[config.mk]
export PLATFORM = sky130hd
export DESIGN_NAME = exc_entry_ctrl
export DESIGN_NICKNAME = d
export VERILOG_FILES = /design/src/rtl/exc_entry_pkg.sv /design/src/rtl/exc_fault_classify.sv /design/src/rtl/exc_route.sv /design/src/rtl/exc_debug_gate.sv /design/src/rtl/exc_entry_ctrl.sv
export SDC_FILE = /design/constraint.sdc
export NUM_CORES = 1
export LEC_CHECK = 0
export BUFFER_PORTS_ARGS = -buffer_cell sky130_fd_sc_hd__buf_2
export CORE_MARGIN = 8
export CORE_UTILIZATION = 52
export CTS_CLUSTER_DIAMETER = 30
export DETAILED_ROUTE_END_ITERATION = 6
export GPL_ROUTABILITY_DRIVEN = 0
export PLACE_DENSITY = 0.94
export REMOVE_ABC_BUFFERS = 1
export SLEW_MARGIN = 20
export SYNTH_ARGS = -nofsm -noshare
export SYNTH_HDL_FRONTEND = slang
export SYNTH_HIERARCHICAL = 1
export SYNTH_SLANG_ARGS = --single-unit
[constraint.sdc]
create_clock -name clk -period 4.2 [get_ports clk]
set_input_delay 0.42 -clock clk [delete_from_list [all_inputs] [get_ports clk]]
set_output_delay 0.42 -clock clk [all_outputs]
set_load 0.05 [all_outputs]
[src/rtl/exc_entry_pkg.sv]
// Shared constants and encodings for the exception entry controller.
// Assumes an 8-bit status word; only the fields listed here have meaning.
package exc_entry_pkg;
    localparam int PS_W         = 8;
    localparam int PS_LVL_LSB   = 0;
    localparam int PS_LVL_W     = 4;
    localparam int PS_EXCM_BIT  = 4;
    localparam int PS_UM_BIT    = 5;

    typedef enum logic [2:0] {
        VEC_NONE   = 3'd0,
        VEC_KERNEL = 3'd1,
        VEC_USER   = 3'd2,
        VEC_DOUBLE = 3'd3,
        VEC_DEBUG  = 3'd4
    } vec_e;

    typedef enum logic [1:0] {
        KIND_PLAIN    = 2'd0,
        KIND_ADDR     = 2'd1,
        KIND_MISALIGN = 2'd2,
        KIND_BUSERR   = 2'd3
    } kind_e;
endpackage

[src/rtl/exc_fault_classify.sv]
// Turns a general request into a final cause code, an accept flag and the
// fault address to record. Purely combinational; assumes the kind encoding
// of exc_entry_pkg. Alignment faults are accepted only in the configuration
// chosen by UNALIGNED_EXC and HW_ALIGN.
module exc_fault_classify
    import exc_entry_pkg::*;
#(
    parameter int XLEN            = 32,
    parameter int CAUSE_W         = 6,
    parameter bit UNALIGNED_EXC   = 1'b1,
    parameter bit HW_ALIGN        = 1'b0,
    parameter int CAUSE_ALIGN     = 9,
    parameter int CAUSE_FETCH_ERR = 12,
    parameter int CAUSE_DATA_ERR  = 13
) (
    input  logic [1:0]         kind,
    input  logic [CAUSE_W-1:0] cause_in,
    input  logic [XLEN-1:0]    pc,
    input  logic [XLEN-1:0]    vaddr,
    input  logic               is_fetch,
    output logic               accept,
    output logic [CAUSE_W-1:0] cause_out,
    output logic               load_va,
    output logic [XLEN-1:0]    va_out
);
    logic align_enabled;

    // Pick whether misaligned accesses trap in this configuration.
    generate
        if (UNALIGNED_EXC && !HW_ALIGN) begin : g_align_trap
            assign align_enabled = 1'b1;
        end else begin : g_align_quiet
            assign align_enabled = 1'b0;
        end
    endgenerate

    // Decode kind into cause, acceptance and address source.
    always_comb begin
        accept    = 1'b1;
        cause_out = cause_in;
        load_va   = 1'b0;
        va_out    = vaddr;
        unique case (kind_e'(kind))
            KIND_PLAIN: begin
                load_va = 1'b0;
            end
            KIND_ADDR: begin
                load_va = 1'b1;
            end
            KIND_MISALIGN: begin
                accept    = align_enabled;
                cause_out = CAUSE_W'(CAUSE_ALIGN);
                load_va   = 1'b1;
            end
            KIND_BUSERR: begin
                load_va   = 1'b1;
                cause_out = is_fetch ? CAUSE_W'(CAUSE_FETCH_ERR) : CAUSE_W'(CAUSE_DATA_ERR);
                va_out    = is_fetch ? pc : vaddr;
            end
            default: accept = 1'b0;
        endcase
    end
endmodule

[src/rtl/exc_route.sv]
// Chooses the vector and the return-PC register for a general exception
// from the current mode flags. Combinational; assumes a taken request.
module exc_route
    import exc_entry_pkg::*;
#(
    parameter bit HAS_DEPC = 1'b1
) (
    input  logic       excm,
    input  logic       um,
    output logic [2:0] vec,
    output logic       to_epc,
    output logic       to_depc
);
    // Vector selection by nesting and privilege.
    always_comb begin
        if (excm)    vec = VEC_DOUBLE;
        else if (um) vec = VEC_USER;
        else         vec = VEC_KERNEL;
    end

    // Return-PC destination depends on whether a double-exception PC exists.
    generate
        if (HAS_DEPC) begin : g_depc
            assign to_depc = excm;
            assign to_epc  = !excm;
        end else begin : g_no_depc
            assign to_depc = 1'b0;
            assign to_epc  = 1'b1;
        end
    endgenerate
endmodule

[src/rtl/exc_debug_gate.sv]
// Decides whether a debug request is accepted at the current interrupt
// level and forms the status word that debug entry installs.
// Assumes 2 <= DEBUG_LEVEL <= 6.
module exc_debug_gate
    import exc_entry_pkg::*;
#(
    parameter int DEBUG_LEVEL = 6
) (
    input  logic            dbg_valid,
    input  logic [PS_W-1:0] ps_cur,
    output logic            take,
    output logic [PS_W-1:0] ps_dbg
);
    localparam logic [PS_LVL_W-1:0] LVL = PS_LVL_W'(DEBUG_LEVEL);

    // Accept only below the debug level.
    assign take = dbg_valid && (ps_cur[PS_LVL_LSB +: PS_LVL_W] < LVL);

    // Raise level to the debug level and enter exception mode.
    always_comb begin
        ps_dbg = ps_cur;
        ps_dbg[PS_LVL_LSB +: PS_LVL_W] = LVL;
        ps_dbg[PS_EXCM_BIT] = 1'b1;
    end
endmodule

[src/rtl/exc_entry_ctrl.sv]
// Exception entry controller: owns the status word and the exception
// bookkeeping registers, and on a taken request updates them and pulses
// redirect with a vector ID on the same clock edge.
// Priority: accepted debug > general request > direct status load.
// Assumes request pulses last a single cycle; synchronous active-low reset.
module exc_entry_ctrl
    import exc_entry_pkg::*;
#(
    parameter int              XLEN            = 32,
    parameter int              CAUSE_W         = 6,
    parameter int              DBG_CAUSE_W     = 6,
    parameter bit              HAS_DEPC        = 1'b1,
    parameter bit              UNALIGNED_EXC   = 1'b1,
    parameter bit              HW_ALIGN        = 1'b0,
    parameter int              DEBUG_LEVEL     = 6,
    parameter logic [PS_W-1:0] RESET_PS        = 8'h1F,
    parameter int              CAUSE_ALIGN     = 9,
    parameter int              CAUSE_FETCH_ERR = 12,
    parameter int              CAUSE_DATA_ERR  = 13
) (
    input  logic                   clk,
    input  logic                   rst_n,
    input  logic                   req_valid,
    input  logic [1:0]             req_kind,
    input  logic [CAUSE_W-1:0]     req_cause,
    input  logic [XLEN-1:0]        req_pc,
    input  logic [XLEN-1:0]        req_vaddr,
    input  logic                   req_is_fetch,
    input  logic                   dbg_valid,
    input  logic [DBG_CAUSE_W-1:0] dbg_cause,
    input  logic [XLEN-1:0]        dbg_pc,
    input  logic                   ps_wr_en,
    input  logic [PS_W-1:0]        ps_wr_data,
    output logic [PS_W-1:0]        ps,
    output logic [XLEN-1:0]        epc,
    output logic [XLEN-1:0]        depc,
    output logic [CAUSE_W-1:0]     exccause,
    output logic [XLEN-1:0]        excvaddr,
    output logic [DBG_CAUSE_W-1:0] dbgcause,
    output logic [XLEN-1:0]        dbg_epc,
    output logic [PS_W-1:0]        dbg_eps,
    output logic                   redirect,
    output logic [2:0]             vector_id
);
    logic               cls_accept;
    logic [CAUSE_W-1:0] cls_cause;
    logic               cls_load_va;
    logic [XLEN-1:0]    cls_va;
    logic [2:0]         rt_vec;
    logic               rt_to_epc;
    logic               rt_to_depc;
    logic               dbg_take;
    logic [PS_W-1:0]    ps_dbg;
    logic               gen_take;

    exc_fault_classify #(
        .XLEN(XLEN), .CAUSE_W(CAUSE_W),
        .UNALIGNED_EXC(UNALIGNED_EXC), .HW_ALIGN(HW_ALIGN),
        .CAUSE_ALIGN(CAUSE_ALIGN), .CAUSE_FETCH_ERR(CAUSE_FETCH_ERR),
        .CAUSE_DATA_ERR(CAUSE_DATA_ERR)
    ) u_classify (
        .kind(req_kind), .cause_in(req_cause), .pc(req_pc), .vaddr(req_vaddr),
        .is_fetch(req_is_fetch), .accept(cls_accept), .cause_out(cls_cause),
        .load_va(cls_load_va), .va_out(cls_va)
    );

    exc_route #(.HAS_DEPC(HAS_DEPC)) u_route (
        .excm(ps[PS_EXCM_BIT]), .um(ps[PS_UM_BIT]),
        .vec(rt_vec), .to_epc(rt_to_epc), .to_depc(rt_to_depc)
    );

    exc_debug_gate #(.DEBUG_LEVEL(DEBUG_LEVEL)) u_dbg (
        .dbg_valid(dbg_valid), .ps_cur(ps), .take(dbg_take), .ps_dbg(ps_dbg)
    );

    // A general request proceeds only if accepted and not pre-empted by debug.
    assign gen_take = req_valid && cls_accept && !dbg_take;

    // State update: debug entry, general entry, or status load.
    always_ff @(posedge clk) begin
        if (!rst_n) begin
            ps        <= RESET_PS;
            epc       <= '0;
            depc      <= '0;
            exccause  <= '0;
            excvaddr  <= '0;
            dbgcause  <= '0;
            dbg_epc   <= '0;
            dbg_eps   <= '0;
            redirect  <= 1'b0;
            vector_id <= VEC_NONE;
        end else begin
            redirect  <= 1'b0;
            vector_id <= VEC_NONE;
            if (dbg_take) begin
                dbgcause  <= dbg_cause;
                dbg_epc   <= dbg_pc;
                dbg_eps   <= ps;
                ps        <= ps_dbg;
                redirect  <= 1'b1;
                vector_id <= VEC_DEBUG;
            end else if (gen_take) begin
                if (rt_to_epc)   epc      <= req_pc;
                if (rt_to_depc)  depc     <= req_pc;
                if (cls_load_va) excvaddr <= cls_va;
                exccause            <= cls_cause;
                ps[PS_EXCM_BIT]     <= 1'b1;
                redirect            <= 1'b1;
                vector_id           <= rt_vec;
            end else if (ps_wr_en) begin
                ps <= ps_wr_data;
            end
        end
    end

    // every redirect leaves exception mode set.
    p_excm_on_redirect_r4: assert property (@(posedge clk) disable iff (!rst_n)
        redirect |-> ps[PS_EXCM_BIT]);

    // nested general exception goes to the double vector.
    p_double_vector_r3: assert property (@(posedge clk) disable iff (!rst_n)
        (gen_take && ps[PS_EXCM_BIT]) |=> (vector_id == VEC_DOUBLE));

    // debug vector implies the debug interrupt level.
    p_debug_level_r8: assert property (@(posedge clk) disable iff (!rst_n)
        (vector_id == VEC_DEBUG) |-> (ps[PS_LVL_LSB +: PS_LVL_W] == PS_LVL_W'(DEBUG_LEVEL)));

    // a refused debug request alone changes nothing.
    p_dbg_refused_r9: assert property (@(posedge clk) disable iff (!rst_n)
        (dbg_valid && !dbg_take && !req_valid && !ps_wr_en) |=> ($stable(ps) && !redirect));

    // debug beats a simultaneous general request.
    p_dbg_priority_r10: assert property (@(posedge clk) disable iff (!rst_n)
        (dbg_take && req_valid) |=> ((vector_id == VEC_DEBUG) && $stable(exccause)));

    // no vector without redirect.
    p_vector_idle_r11: assert property (@(posedge clk) disable iff (!rst_n)
        !redirect |-> (vector_id == VEC_NONE));

    // a status load coinciding with an entry is discarded.
    p_psload_dropped_r12: assert property (@(posedge clk) disable iff (!rst_n)
        (ps_wr_en && (dbg_take || gen_take)) |=> ps[PS_EXCM_BIT]);
endmodule

## Word level (Yosys, flattened, before mapping)

Index checks and enable logic that the tools add are counted.

- Bits in registers: 160
- Bits of input ports: 124
- RAM bits: 0
- Memories: 0
- Logic and storage cells: 53
- Bits in read-only memories: 0
- Latch bits: 0
- Output and inout bits: 160

- Multiply operators: 0
- Magnitude comparators: 1
- Bitwise gates (word level): 4
- Reductions and logical operators: 16
- Divide/modulo/power cells: 0
- Equality and inequality tests: 4
- Mux-type cells: 14
- Shift operators: 0
- $add $sub $neg: 0

Operator list:

| operator | count |
|---|---|
| $mux 32 | 2 |
| $mux 4 | 3 |
| $pmux 6 s2 | 1 |
| $reduce_and 3->1 | 4 |
| $reduce_or 3->1 | 3 |
| $mux 3 | 2 |
| $reduce_and 2->1 | 3 |
| $eq 2x2->1 const B | 2 |
| $lt 4x3->1 const B | 1 |
| $mux 2 | 2 |
| $not 1->1 | 4 |
| $mux 1 | 3 |
| $eq 2x1->1 const B | 1 |
| $logic_and 1x1->1 | 2 |
| $logic_not 2->1 | 1 |
| $ne 2x2->1 const B | 1 |
| $pmux 1 s2 | 1 |
| $reduce_bool 2->1 | 1 |
| $reduce_or 2->1 | 1 |
| $logic_not 1->1 | 1 |

## Longest topological paths before layout

- Word-level depth: 6
- Depth in mapped cells: 7
- Depth with buffers taken out: 5

## Hierarchy

The synthesis kept the hierarchy.

Modules (own cells, without submodules):

| module | cells an instance | area an instance (um2) | seq. area each (um2) | instances |
|---|---|---|---|---|
| exc_entry_ctrl | 654 | 6079.6 | 3203.1 | 1 |
| exc_fault_classify | 46 | 590.6 | 0.0 | 1 |
| exc_debug_gate | 12 | 83.8 | 0.0 | 1 |
| exc_route | 6 | 35.0 | 0.0 | 1 |

## Worst setup path before layout

OpenSTA, ideal clock, no wires.

- Path kind: register to register
- From: reg ps[1]
- To: reg ps[5]
- Cell stages (with the launch flop): 7
- Clock period less this slack: 1674 ps
- Path buffers: 2
- Arrival time: 1552 ps
- Setup slack: 2526 ps
- Required time: 4078 ps
- Setup time: 122 ps
- Cells stage by stage: dfxtp_1 a211oi_2 buf_4 buf_6 mux2i_1 o21ai_0 o311a_1

- Longest elaborated chain between the ends: 6
- Elaborated cells on any way between the ends: 7
- Classes of those cells: 1 x order compare; 2 x bitwise; 4 x reduce/logical

Ends and longest elaborated chain:

| what | line | text |
|---|---|---|
| from (decl) | exc_entry_ctrl.sv:34 | `output logic [PS_W-1:0] ps,` |
| from (signal assigned) | exc_entry_ctrl.sv:99 | `ps <= ps_dbg;` |
| from (signal assigned) | exc_entry_ctrl.sv:111 | `ps <= ps_wr_data;` |
| $lt 4x3->1 * | exc_debug_gate.sv:17 | `assign take = dbg_valid && (ps_cur[PS_LVL_LSB +: PS_LVL_W] < LVL);` |
| $logic_and 1x1->1 * | exc_debug_gate.sv:17 |  |
| via dbg_take | exc_entry_ctrl.sv:52 | `logic dbg_take;` |
| $logic_not 1->1 | exc_entry_ctrl.sv:77 | `assign gen_take = req_valid && cls_accept && !dbg_take;` |
| $logic_and 1x1->1 | exc_entry_ctrl.sv:77 |  |
| $not 1->1 (no source line) | -- |  |
| $reduce_and 3->1 (no source line) * | -- |  |

Mark *: on every way through the listed nets, which the timed path passes. The rest lies on a longest branch.
A chain may end at the register's enable or synchronous reset.

## Worst setup path after layout

- From: reg ps[1]
- To: reg ps[6]

Same word-level chain as after synthesis.

==> results.md <==
* Outcome: completed
* Sequential fraction of the synthesis area at 47.2%
* Crit. End Element: flip-flop
* Net Sw Frac at 25.8%
* Core Box Area at 12700 µm²
* Static Leak at 4.09 nW
* First-pass GRT wire length at 29.5 mm
* Post-synth top area cell: dfxtp_1
* Main area contributors after synthesis: dfxtp_1, nand3_1, mux2i_1, mux2_4, nand2_1
* Post-route insts no fill at 1139
* Setup Viol. Count Final at 0
* CTS H-Tree Depth at 4
* Initial antenna violation count at 0
* Crit path required time at 4.49 ns
* Final Hold Vio Count at 0
* Clock buffer depth at 2
* Nets at 1080
* Met1 usage at 22.8%
* Overflow after GRT at 0
* Startpoint Class: flip-flop
* Detailed-placement wirelength estimate at 14.1 mm
* Pre-antenna DRT Iters at 7
* Hold Path Depth at 3
* Area post-placement at 7990 µm²
* CTS buffer count at 17
* Most frequent cell after synthesis: dfxtp_1
* Layout cells sized above 1 at 37.4%
* Unique cell type count in the Yosys netlist at 33
* Routed vias at 5893
* HP Start: req_pc[5]
* MaxCap Viol Count at 0
* CP arrival at 2.75 ns
* Avg Cell Area, Syn at 9.46 µm²
* Power share of the clock group at 43.3%
* Number of synthesized flops with an enable pin at 0
* Syn. warnings at 6
* Design area at 8640 µm²
* P per Cell Area at 429 nW/µm²
* WS Path Type: reg2reg
* Clk sinks at 160
* Inst Count DP at 1108
* Clock Skews at 0.00542 ns
* Total wire length at 19.4 mm
* Initial Utilization at 53.6%
* Crit-path max FO at 62
* CTS clock-pin slew for the worst setup and hold paths at 0.06 ns
* CTS tree: built
* Slew @ Worst Pin at 0.911 ns
* Resize count post-CTS at 0
* FFs w/ async S/R, synth at 0%
* Syn Inst Count at 718
* Comb power frac at 13.7%
* Post-Syn Area at 6790 µm²
* Worst skew pair latency at 0.41 ns
* Worst min path class: in2reg
* Total track usage at 22.0%
* Input/output buffers at 283
* Die W at 130 µm
* Switch Pwr at 0.959 mW
* Postcts setup bufs at 0
* FMAX at 0.406 GHz
* Die area at 17000 µm²
* DRT antenna net count at 0
* Internal reg-to-reg setup slack at 1.74 ns
* Synth top area share at 47.2%
* Area Overhead vs Synth at 27.2%
* Period minus WS final at 2.46 ns
* Final slew viol count at 0
* Register bit total from synthesis at 160
* Hold Buf Count CTS at 0
* Final WS setup at 1.74 ns
* Synth Flop Type: dfxtp_1
* Inserted Diodes at 0
* Final Cycle Share at 58.6%
* DRT iter0 DRCs at 297
* Synth top cells by count: dfxtp_1, nand3_1, nand2_1, mux2i_1, o21ai_1
* Max-slew headroom at 39.3%
* Worst r2r dst: ps[6]$_SDFFE_PN0P_
* Drc violations at 0
* Gr busiest metal: met2
* Int Pwr at 2.75 mW
* Worst r2r path cells at 5
* Met3 Use GR at 9.38%
* FF-to-FF Start: ps[1]$_SDFFE_PN1P_
* RSZ-0062 raised after global routing: no
* Met2 GRT Util at 38.9%
* Rows at 41
* CTS Root Buffer Type: clkbuf_16
* Part of the power in registers at 43.0%
* Routed length per instance at 17.0 µm
* Vias/cell at 5.17
* Placement Setup Slack at 1.59 ns
* Largest net degree at the start of global routing at 170
* Die height at 130 µm
* Hold-critical path endpoint: epc[5]$_SDFFE_PN0P_
* Number of global-route vias before repair at 5889
* I/O pin count at 284
* Maximum vdd ir drop at 0.000236 V
worst max-delay path by stage:
| stage | from | endpoint | slack (ns) | cells after the start |
|---|---|---|---|---|
| after floorplan | ps[1]$_SDFFE_PN1P_ | depc[22]$_SDFFE_PN0P_ | -1.51 | 4 |
| after global placement | dbg_valid | ps[3]$_SDFFE_PN1P_ | 1.65 | 7 |
| after detailed placement | dbg_valid | ps[7]$_SDFFE_PN0P_ | 1.59 | 7 |
| after CTS | ps[1]$_SDFFE_PN1P_ | ps[7]$_SDFFE_PN0P_ | 1.77 | 5 |
| after global routing | ps[1]$_SDFFE_PN1P_ | ps[7]$_SDFFE_PN0P_ | 1.55 | 5 |
| final | ps[1]$_SDFFE_PN1P_ | ps[6]$_SDFFE_PN0P_ | 1.74 | 5 |
critical path, cell delays in order, from the launching register on:
cell	delay [ns]
dfxtp_1	0.35
a211oi_4	0.62
buf_4	0.82
mux2i_1	0.25
o21ai_0	0.11
o311a_1	0.17
metal layers:
layer,vias up,share of wire (%)
li1,2907,-
met1,2722,38
met2,239,49
met3,25,11
met4,0,1.9
met5,-,0
flip-flops by register name (all words and copies together), names as in the netlist:
name,cells
dbg_eps,8
dbgcause,6
depc,32
dbg_epc,32
exccause,6
vector_id,3
redirect,1
ps,8
epc,32
excvaddr,32
layout by cell type (no fill, tap or decap), types with 4 or more instances in the layout:
| master | instances |
|---|---|
| nand2_1 | 98 |
| o21ai_1 | 57 |
| conb_1 | 7 |
| bufinv_16 | 4 |
| mux2_4 | 29 |
| clkbuf_16 | 17 |
| mux2_2 | 4 |
| o21ai_0 | 14 |
| nand3_1 | 129 |
| dfxtp_1 | 160 |
| o21a_1 | 6 |
| buf_2 | 282 |
| buf_4 | 7 |
| nor3_1 | 4 |
| mux2i_1 | 60 |
| nor2b_1 | 55 |
logic make-up (layout without fill, tap and decap cells):
| family | Yosys count | after routing | share of synthesized area (%) |
|---|---|---|---|
| AO/OA/AOI/OAI | 84 | 84 | 6.87 |
| buffers and inverters | 77 | 323 | 7.57 |
| other | 4 | 7 | 0.221 |
| flip-flops | 160 | 160 | 47.2 |
| multiplexers | 93 | 93 | 15.9 |
| AND/OR/NAND/NOR | 300 | 300 | 22.2 |
area by class of cell:
type / instances / area, µm²
Clock buffer: 20 / 457
Multi-Input combinational cell: 484 / 3090
Sequential cell: 160 / 3200
Timing Repair Buffer: 291 / 1500
Tap cell: 172 / 215
Fill cell: 978 / 4030
Clock inverter: 10 / 160
Inverter: 2 / 7.51
metrics by stage:
step	hold slack [ns]	power, mW	setup TNS, ns	utilization [%]
after floorplan	0.492	1.94	-177.98	-
after global placement	0.431	2.12	0	63.1
after detailed placement	0.438	2.13	0	63.1
after CTS	0.243	3.74	0	68.0
after global routing	0.256	3.84	0	68.2
final	0.264	3.71	0	68.2
power by group through the flow:
stage               clock network (mW)  registers [mW]  logic (mW)
floorplan                            0            1.80       0.138
global placement                     0            1.63       0.494
detailed placement                   0            1.63       0.504
CTS                               1.63            1.60       0.506
global route                      1.70            1.60       0.539
finish                            1.61            1.60       0.508
Power figures use the tool's default switching activity.
